**src/rtl/ccr_xfer_pkg.sv**
```systemverilog
// Shared widths, state encoding and decoded-command type for the CCR
// load/store unit. Assumes a 32-bit register file and 24-bit byte addresses.
package ccr_xfer_pkg;
    localparam int REG_W     = 32;
    localparam int ADDR_W    = 24;
    localparam int CCR_W     = 8;
    localparam int IDX_W     = 3;
    localparam int WORD_W    = 16;
    localparam int NWORDS    = 5;
    localparam int INSN_W    = WORD_W * NWORDS;
    localparam int STEP      = 2;

    typedef enum logic [1:0] {
        ST_IDLE = 2'd0,
        ST_MEM  = 2'd1,
        ST_DONE = 2'd2,
        ST_ERR  = 2'd3
    } xfer_state_e;

    typedef struct packed {
        logic              bad;
        logic              store;
        logic              wb_en;
        logic [IDX_W-1:0]  idx;
        logic [REG_W-1:0]  wb_val;
        logic [ADDR_W-1:0] addr;
    } xfer_cmd_t;
endpackage

```
**src/rtl/ccr_xfer_decode.sv**
```systemverilog
// Combinational decoder: splits the instruction into words, checks the
// opcode and addressing form, and forms the effective address and the
// pointer update. Assumes the pointer value arrives in the same cycle.
module ccr_xfer_decode
    import ccr_xfer_pkg::*;
(
    input  logic [INSN_W-1:0] insn,
    input  logic [REG_W-1:0]  ptr_val,
    output logic [IDX_W-1:0]  ptr_idx,
    output xfer_cmd_t         cmd
);
    localparam logic [WORD_W-1:0] OPC      = 16'h0140;
    localparam logic [WORD_W-1:0] XLD_WORD = 16'h6B20;
    localparam logic [WORD_W-1:0] XST_WORD = 16'h6BA0;

    logic [WORD_W-1:0] w [NWORDS];
    logic [REG_W-1:0]  sum;

    // Slice the flat instruction into words, word0 first.
    generate
        for (genvar i = 0; i < NWORDS; i++) begin : g_word
            assign w[i] = insn[INSN_W-1-i*WORD_W -: WORD_W];
        end
    endgenerate

    assign ptr_idx = w[1][6:4];

    // Decode the form and compute address, direction and writeback.
    always_comb begin
        cmd        = '0;
        cmd.idx    = w[1][6:4];
        cmd.store  = w[1][7];
        sum        = ptr_val;
        unique case (w[1][15:8])
            8'h69: sum = ptr_val;
            8'h6F: sum = ptr_val + {{(REG_W-WORD_W){w[2][15]}}, w[2]};
            8'h78: begin
                sum       = ptr_val + {8'h00, w[3][7:0], w[4]};
                cmd.store = w[2][7];
                cmd.bad   = (w[2] != XLD_WORD) && (w[2] != XST_WORD);
            end
            8'h6D: begin
                cmd.wb_en = 1'b1;
                if (w[1][7]) begin
                    sum        = ptr_val - REG_W'(STEP);
                    cmd.wb_val = ptr_val - REG_W'(STEP);
                end else begin
                    sum        = ptr_val;
                    cmd.wb_val = ptr_val + REG_W'(STEP);
                end
            end
            8'h6B: begin
                unique case (w[1][7:0])
                    8'h00, 8'h80: sum = {{(REG_W-WORD_W){w[2][15]}}, w[2]};
                    8'h20, 8'hA0: sum = {8'h00, w[2][7:0], w[3]};
                    default:      cmd.bad = 1'b1;
                endcase
            end
            default: cmd.bad = 1'b1;
        endcase
        if (w[0] != OPC) cmd.bad = 1'b1;
        if (cmd.bad) begin
            cmd.wb_en  = 1'b0;
            cmd.wb_val = '0;
        end
        cmd.addr = sum[ADDR_W-1:0];
    end
endmodule

```
**src/rtl/ccr_xfer_seq.sv**
```systemverilog
// Transfer sequencer: latches a decoded command on start, holds one byte
// request until acknowledge, then emits a one-cycle done with the CCR and
// pointer writes. Assumes start is ignored while a transfer is in flight.
module ccr_xfer_seq
    import ccr_xfer_pkg::*;
(
    input  logic              clk,
    input  logic              rst_n,
    input  logic              start,
    input  xfer_cmd_t         cmd,
    input  logic [CCR_W-1:0]  ccr_in,
    output logic              mem_req,
    output logic              mem_we,
    output logic [ADDR_W-1:0] mem_addr,
    output logic [CCR_W-1:0]  mem_wdata,
    input  logic              mem_ack,
    input  logic [CCR_W-1:0]  mem_rdata,
    output logic              done,
    output logic              err,
    output logic              ccr_wr_en,
    output logic [CCR_W-1:0]  ccr_wr_data,
    output logic              rf_wr_en,
    output logic [IDX_W-1:0]  rf_wr_idx,
    output logic [REG_W-1:0]  rf_wr_data
);
    xfer_state_e       state_q;
    xfer_cmd_t         cmd_q;
    logic [CCR_W-1:0]  wdata_q;
    logic [CCR_W-1:0]  rdata_q;

    // State, command latch and captured read byte.
    always_ff @(posedge clk) begin
        if (!rst_n) begin
            state_q <= ST_IDLE;
            cmd_q   <= '0;
            wdata_q <= '0;
            rdata_q <= '0;
        end else begin
            unique case (state_q)
                ST_IDLE: if (start) begin
                    cmd_q   <= cmd;
                    wdata_q <= ccr_in;
                    state_q <= cmd.bad ? ST_ERR : ST_MEM;
                end
                ST_MEM: if (mem_ack) begin
                    rdata_q <= mem_rdata;
                    state_q <= ST_DONE;
                end
                default: state_q <= ST_IDLE;
            endcase
        end
    end

    // Port outputs decoded from the state and the latched command.
    always_comb begin
        mem_req     = (state_q == ST_MEM);
        mem_we      = cmd_q.store;
        mem_addr    = cmd_q.addr;
        mem_wdata   = wdata_q;
        done        = (state_q == ST_DONE) || (state_q == ST_ERR);
        err         = (state_q == ST_ERR);
        ccr_wr_en   = (state_q == ST_DONE) && !cmd_q.store;
        ccr_wr_data = rdata_q;
        rf_wr_en    = (state_q == ST_DONE) && cmd_q.wb_en;
        rf_wr_idx   = cmd_q.idx;
        rf_wr_data  = cmd_q.wb_val;
    end
endmodule

```
**src/rtl/ccr_xfer_unit.sv**
```systemverilog
// Top of the CCR load/store unit: joins the decoder to the register read
// port and to the sequencer. Assumes a combinational register-file read.
module ccr_xfer_unit
    import ccr_xfer_pkg::*;
(
    input  logic              clk,
    input  logic              rst_n,
    input  logic              start,
    input  logic [INSN_W-1:0] insn_i,
    input  logic [CCR_W-1:0]  ccr_i,
    output logic [IDX_W-1:0]  rf_rd_idx,
    input  logic [REG_W-1:0]  rf_rd_data,
    output logic              mem_req,
    output logic              mem_we,
    output logic [ADDR_W-1:0] mem_addr,
    output logic [CCR_W-1:0]  mem_wdata,
    input  logic              mem_ack,
    input  logic [CCR_W-1:0]  mem_rdata,
    output logic              done,
    output logic              err,
    output logic              ccr_wr_en,
    output logic [CCR_W-1:0]  ccr_wr_data,
    output logic              rf_wr_en,
    output logic [IDX_W-1:0]  rf_wr_idx,
    output logic [REG_W-1:0]  rf_wr_data
);
    xfer_cmd_t dec_cmd;

    ccr_xfer_decode u_dec (
        .insn    (insn_i),
        .ptr_val (rf_rd_data),
        .ptr_idx (rf_rd_idx),
        .cmd     (dec_cmd)
    );

    ccr_xfer_seq u_seq (
        .clk         (clk),
        .rst_n       (rst_n),
        .start       (start),
        .cmd         (dec_cmd),
        .ccr_in      (ccr_i),
        .mem_req     (mem_req),
        .mem_we      (mem_we),
        .mem_addr    (mem_addr),
        .mem_wdata   (mem_wdata),
        .mem_ack     (mem_ack),
        .mem_rdata   (mem_rdata),
        .done        (done),
        .err         (err),
        .ccr_wr_en   (ccr_wr_en),
        .ccr_wr_data (ccr_wr_data),
        .rf_wr_en    (rf_wr_en),
        .rf_wr_idx   (rf_wr_idx),
        .rf_wr_data  (rf_wr_data)
    );
endmodule

```
**config.mk**
```make
export PLATFORM = sky130hd
export DESIGN_NAME = ccr_xfer_unit
export DESIGN_NICKNAME = d
export VERILOG_FILES = /design/src/rtl/ccr_xfer_pkg.sv /design/src/rtl/ccr_xfer_decode.sv /design/src/rtl/ccr_xfer_seq.sv /design/src/rtl/ccr_xfer_unit.sv
export SDC_FILE = /design/constraint.sdc
export NUM_CORES = 1
export LEC_CHECK = 0
export BUFFER_PORTS_ARGS = -buffer_cell sky130_fd_sc_hd__buf_2
export CORE_UTILIZATION = 54
export CTS_BUF_LIST = sky130_fd_sc_hd__clkbuf_8
export DETAILED_ROUTE_END_ITERATION = 6
export GPL_TIMING_DRIVEN = 0
export PLACE_DENSITY_LB_ADDON = 0.15
export SLEW_MARGIN = 5
export SYNTH_ARGS = -nofsm -noshare
export SYNTH_HDL_FRONTEND = slang
export SYNTH_SLANG_ARGS = --single-unit
```
**constraint.sdc**
```tcl
create_clock -name clk -period 4.6 [get_ports clk]
set_input_delay 0.46 -clock clk [delete_from_list [all_inputs] [get_ports clk]]
set_output_delay 0.46 -clock clk [all_outputs]
set_load 0.03 [all_outputs]
```
; ---- Word level (Yosys, flattened, before mapping)
; Index checks and enable logic that the tools add are counted.
[classes]
n_addsub = 4
n_eq_ne = 16
muxes = 16
n_reduce_logical = 14
[ops]
columns = operator, n
row1 = $mux W32, 3
row2 = $pmux W24 S4, 1
row3 = $add A24 B24 Y24, 2
row4 = $pmux W24 S2, 1
row5 = $eq A8 B7 Y1 const B, 5
row6 = $add A32 B2 Y32 const B, 1
row7 = $ne A16 B15 Y1 const B, 2
row8 = $sub A32 B2 Y32 const B, 1
row9 = $mux W24, 1
row10 = $eq A8 B8 Y1 const B, 2
row11 = $ne A16 B9 Y1 const B, 1
row12 = $eq A8 B6 Y1 const B, 1
row13 = $logic_not A8 Y1, 1
row14 = $mux W2, 3
row15 = $reduce_and A2 Y1, 3
row16 = $mux W1, 5
row17 = $eq A2 B2 Y1 const B, 2
row18 = $pmux W2 S2, 1
row19 = $reduce_or A2 Y1, 2
row20 = $reduce_or A4 Y1, 1
row21 = $logic_and A1 B1 Y1, 3
row22 = $pmux W1 S3, 1
row23 = $reduce_or A3 Y1, 1
row24 = $eq A2 B1 Y1 const B, 1
row25 = 5 further kinds, 5
[word_totals]
reg_bits = 79
in_bits = 132
output_inout_bits = 84
wordCells = 58

; ---- Logic depth before layout (Yosys ltp)
[logic_depth]
ltp_word = 8
depth_mapped = 17
depth_no_buf = 15

; ---- Cells and area by module
; Synthesis repeated with hierarchy kept, for this count alone.
[unflattened]
hier_cells = 1072
hier_area_um2 = 7676.1
[modules_own_cells]
columns = module, n_inst, cells_each, area_each_um2, seq_area_each_um2
row1 = ccr_xfer_decode, 1, 662, 4052.6, 0.0
row2 = ccr_xfer_seq, 1, 410, 3623.5, 1581.5

; ---- Worst setup path before layout
; Ideal clock, no wire load.
[synth_timing]
path_kind = input to register
startpoint = in insn_i[58]
endpoint = reg u_seq.cmd_q (netlist bit u_seq.mem_addr[21])
setup_ns = 0.079
arrival_time_ns = 3.496
required_time_ns = 4.521
slack_ns = 1.025
cell_stages = 13
n_path_buf = 2
cell_sequence = nor4b_4 and2_1 clkbuf_1 clkbuf_1 nand2_1 nand2_1 ha_1 nand3_1 or2_2 o31ai_2 a2111oi_0 or4b_2 o211ai_1
[synth_via]
elab_chain_cells = 2
word_cells_on_any_way = 5
cone_classes = eq/ne: 4 / mux: 1
[synth_lines]
columns = item, line
row1 = start: declaration, ccr_xfer_unit.sv:9  ; input logic [INSN_W-1:0] insn_i,
row2 = $eq A8 B7 Y1, ccr_xfer_decode.sv:34  ; unique case (w[1][15:8])
row3 = $pmux W24 S4 (*), ccr_xfer_decode.sv:34
row4 = end signal: assignment, ccr_xfer_seq.sv:41  ; cmd_q <= cmd;
row5 = end: declaration, ccr_xfer_seq.sv:27  ; xfer_cmd_t cmd_q;
; Every way passes the cells marked *; elsewhere a longest branch is shown, timed or not.
; A chain may end at the register's enable or synchronous reset.

; ---- Final worst setup path
[layout_timing]
startpoint = in insn_i[58]
endpoint = reg u_seq.cmd_q (netlist bit u_seq.mem_addr[22])
; The elaborated chain is that of the path after synthesis.

==> metrics.csv <==
stage,metric,value,unit
worst_setup_path,CP Max Fanout,10,
worst_setup_path,reg2reg end,u_seq.mem_addr[10],
route,total wire length,25300,um
worst_setup_path,"Buf+Inv Stages, Crit Path",4,
grt,Overflow after GRT,0,
synth,post-synth cell types,78,
clock_network,CTS root buffer,clkbuf_8,
synth,post-synthesis register bit count,79,
finish,Final Cell Area,8570,um2
grt,vias in the first global route,7135,
pwr,Sw Share,36.8,%
floorplan,Die Height,117,um
route,vias,8094,
finish,P&R area growth vs syn,20.8,%
grt,largest net degree at the start of global routing,16,
route,Final ANT Viol Nets,0,
synth,Synth area leaders,"dfxtp_1 22%, nand2_1 8.4%, buf_4 6.6%",
sta,setup violators final,0,
pwr,Flop pwr share,38.2,%
sta,Hold Fails Final Rpt,0,
floorplan,Row Count,41,
synth,Async SR Flop Fraction,0,%
worst_setup_path,"Data required, critical path",4850,ps
pwr,clock power share,28.3,%
pwr,Gate power share,33.5,%
route,drt drc,0,
clock_network,Inserted Clock Buffers,9,
clock_network,clock latency on the worst-skew pair,380,ps
sta,Setup TNS,0,ps
sta,Peak Freq,238,MHz
sta,max_slew headroom,39.8,%
clock_network,post-CTS setup buffer count,0,
grt,GRT Overall Usage,37.7,%
min_path,Hold Startpoint,ccr_i[0],
synth,mapped cell area,7090,um2
route,wire per inst,18.4,um
synth,"Net Count, Synth",1136,
synth,Synth top area share,22.3,%
clock_network,CTS Hold Bufs,0,
placement,PortBufs,212,
grt,first-pass GRT wire length,38500,um
placement,HPWL Detailed,20400,um
floorplan,Die Footprint,13600,um2
clock_network,CTS max path bufs,2,
sta,final period utilization,91.5,%
finish,share of cells above drive strength 1,27.1,%
finish,Final Util,67.3,%
worst_setup_path,CP max stage delay,410,ps
floorplan,number of I/O pins,216,
min_path,Hold EP,u_seq.mem_wdata[0],
pwr,Pwr Density,225,nW/um2
worst_setup_path,CP endpoint kind,register,
clock_network,TritonCTS clock tree,done,
synth,most numerous cell in the Yosys netlist,nand2_1,
finish,Layout Nets,1359,
clock_network,"Gates resized, CTS repair",0,
min_path,worst hold-check path type,input pin to register,
floorplan,CORE AREA,12700,um2
clock_network,Sink Count,79,
finish,Inserted Diodes,0,
worst_setup_path,r2r startpoint,u_seq.state_q[1],
worst_setup_path,"reg-to-reg slack, setup",1630,ps
synth,post-synthesis sequential area ratio,22.3,%
synth,Synth Warn #,0,
synth,Post-synth top cells,"159 x nand2_1, 79 x dfxtp_1, 76 x o21ai_0",
synth,largest area contributor in the netlist,dfxtp_1,
status,status,completed,
pwr,total power,1.93,mW
worst_setup_path,worst setup path class,input pin to register,
worst_setup_path,"delay-heaviest family, CP",simple AND/OR/NAND/NOR gates,
sta,Tmin final,4210,ps
min_path,hold path cells,3,
sta,hold_ws,324,ps
synth,Syn Area/Cell,7.29,um2
worst_setup_path,"Max stage delay cell, worst path",clkbuf_1,
clock_network,"CTS clk-pin slew, worst paths",90,ps
route,Via-to-Cell Ratio,5.90,
floorplan,Initial Util,55.7,%
sta,skew final,10.2,ps
pwr,switching power,708,uW
floorplan,Die W,117,um
placement,"Cell Area, Placed",8370,um2
synth,Post-Syn Instances,973,
sta,Worst-Margin Slew,897,ps
pwr,internal cell power,1.22,mW
synth,Most used DFF post-synth,dfxtp_1,
worst_setup_path,crit path DAT,4460,ps
grt,initial antenna violation count,0,
worst_setup_path,R2R cell count,6,
pwr,Leak,3.87,nW
route,drt initial violations,808,
sta,RSZ-0062 raised after global routing,no,
placement,GPL Wtd Cong,1.05,
route,Pre-Repair DR Iteration Count,5,
worst_setup_path,crit path cell chain,"buf_2, nor4b_4, and2_1, clkbuf_1, clkbuf_1, nand2_1, nand2_1, ha_1, inv_1, fa_1, nand2b_1, a21oi_1, o21a_1, o311ai_0, and3_1, o21ai_0, xnor2_1, o21ai_0",
synth,Post-synth EDFFs,0,
clock_network,H-Tree Depth,3,
sta,Final Max Tran Viols,0,
run,Max Cap Violations,0,
pwr,Max VDD drop,0.167,mV
worst_setup_path,CP startpoint kind,input pin,
[registers in the layout, indices dropped and copies added, names as in the netlist]
name / cells
u_seq.mem_addr: 24
u_seq.ccr_wr_data: 8
u_seq.state_q: 2
u_seq.mem_we: 1
u_seq.cmd_q: 1
u_seq.rf_wr_data: 32
u_seq.mem_wdata: 8
u_seq.rf_wr_idx: 3
[tightest hold or removal path: stages]
cell      delay (ps)
buf_2             90
nand2_1           40
a21boi_0          60
[placed cells by master (no fill, tap or decap), types with 12 or more instances in the layout]
| master | netlist | routed |
|---|---|---|
| a211oi_1 | 12 | 12 |
| a21boi_0 | 22 | 22 |
| a21o_1 | 21 | 21 |
| a21oi_1 | 55 | 55 |
| a22oi_1 | 17 | 17 |
| a31oi_1 | 16 | 16 |
| and3_1 | 12 | 12 |
| buf_2 | 6 | 218 |
| buf_4 | 62 | 62 |
| clkbuf_1 | 52 | 52 |
| dfxtp_1 | 79 | 79 |
| ha_1 | 30 | 30 |
| mux2i_1 | 14 | 14 |
| nand2_1 | 159 | 159 |
| nand3_1 | 25 | 25 |
| nor2_1 | 56 | 56 |
| nor2b_1 | 21 | 21 |
| nor3_1 | 16 | 16 |
| nor4_1 | 13 | 13 |
| o211ai_1 | 13 | 13 |
| o21ai_0 | 76 | 76 |
| xnor2_1 | 28 | 28 |
| xor2_1 | 19 | 19 |
[how the worst max path moves through the flow]
stage / startpoint / end / depth (start not counted)
2_1_floorplan: insn_i[58] / u_seq.mem_addr[21] / 13
3_3_place_gp: insn_i[58] / u_seq.mem_addr[22] / 18
3_5_place_dp: insn_i[58] / u_seq.mem_addr[22] / 18
4_1_cts: insn_i[58] / u_seq.mem_addr[22] / 18
5_1_grt: insn_i[58] / u_seq.mem_addr[10] / 18
6_report: insn_i[58] / u_seq.mem_addr[22] / 18
[logic make-up after synthesis]
kind of cell / synth area share [%]
AO/OA/AOI/OAI: 26.7
AND/OR/NAND/NOR: 26.5
XOR/XNOR: 5.81
multiplexers: 2.45
flip-flops: 22.3
adder cells (fa/ha/maj): 5.58
buffers and inverters: 10.7
[per-layer routing]
metal	track usage, %	wire [um]	up-vias
met5	0	0	-
met4	18.1	1180	0
met3	6.85	2190	73
met2	59.2	11100	432
met1	49.7	10800	3701
li1	-	-	3888
[power by group through the flow]
| stage | registers [mW] | logic [mW] | clock network [mW] |
|---|---|---|---|
| after floorplan | 0.760 | 0.395 | 0 |
| after global placement | 0.751 | 0.626 | 0 |
| after detailed placement | 0.751 | 0.629 | 0 |
| after CTS | 0.735 | 0.632 | 0.547 |
| after global routing | 0.739 | 0.695 | 0.579 |
| final | 0.736 | 0.645 | 0.544 |
[area by class of cell]
class	count	area, um2
well taps	172	215
flip-flops and latches	79	1580
clock buffers	9	124
multi-input cells	760	4750
repair buffers	212	1060
inverters	9	33.8
fillers	1215	4160
clock inverters	7	77.6
plain buffers	125	724
[through the flow]
stage,setup slack (ps),instances
after detailed placement,79.8,1357
after floorplan,1030,973
after global placement,77.3,1357
after global routing,124,1373
after CTS,470,1373
final,390,1373
Power figures use the tool's default switching activity.
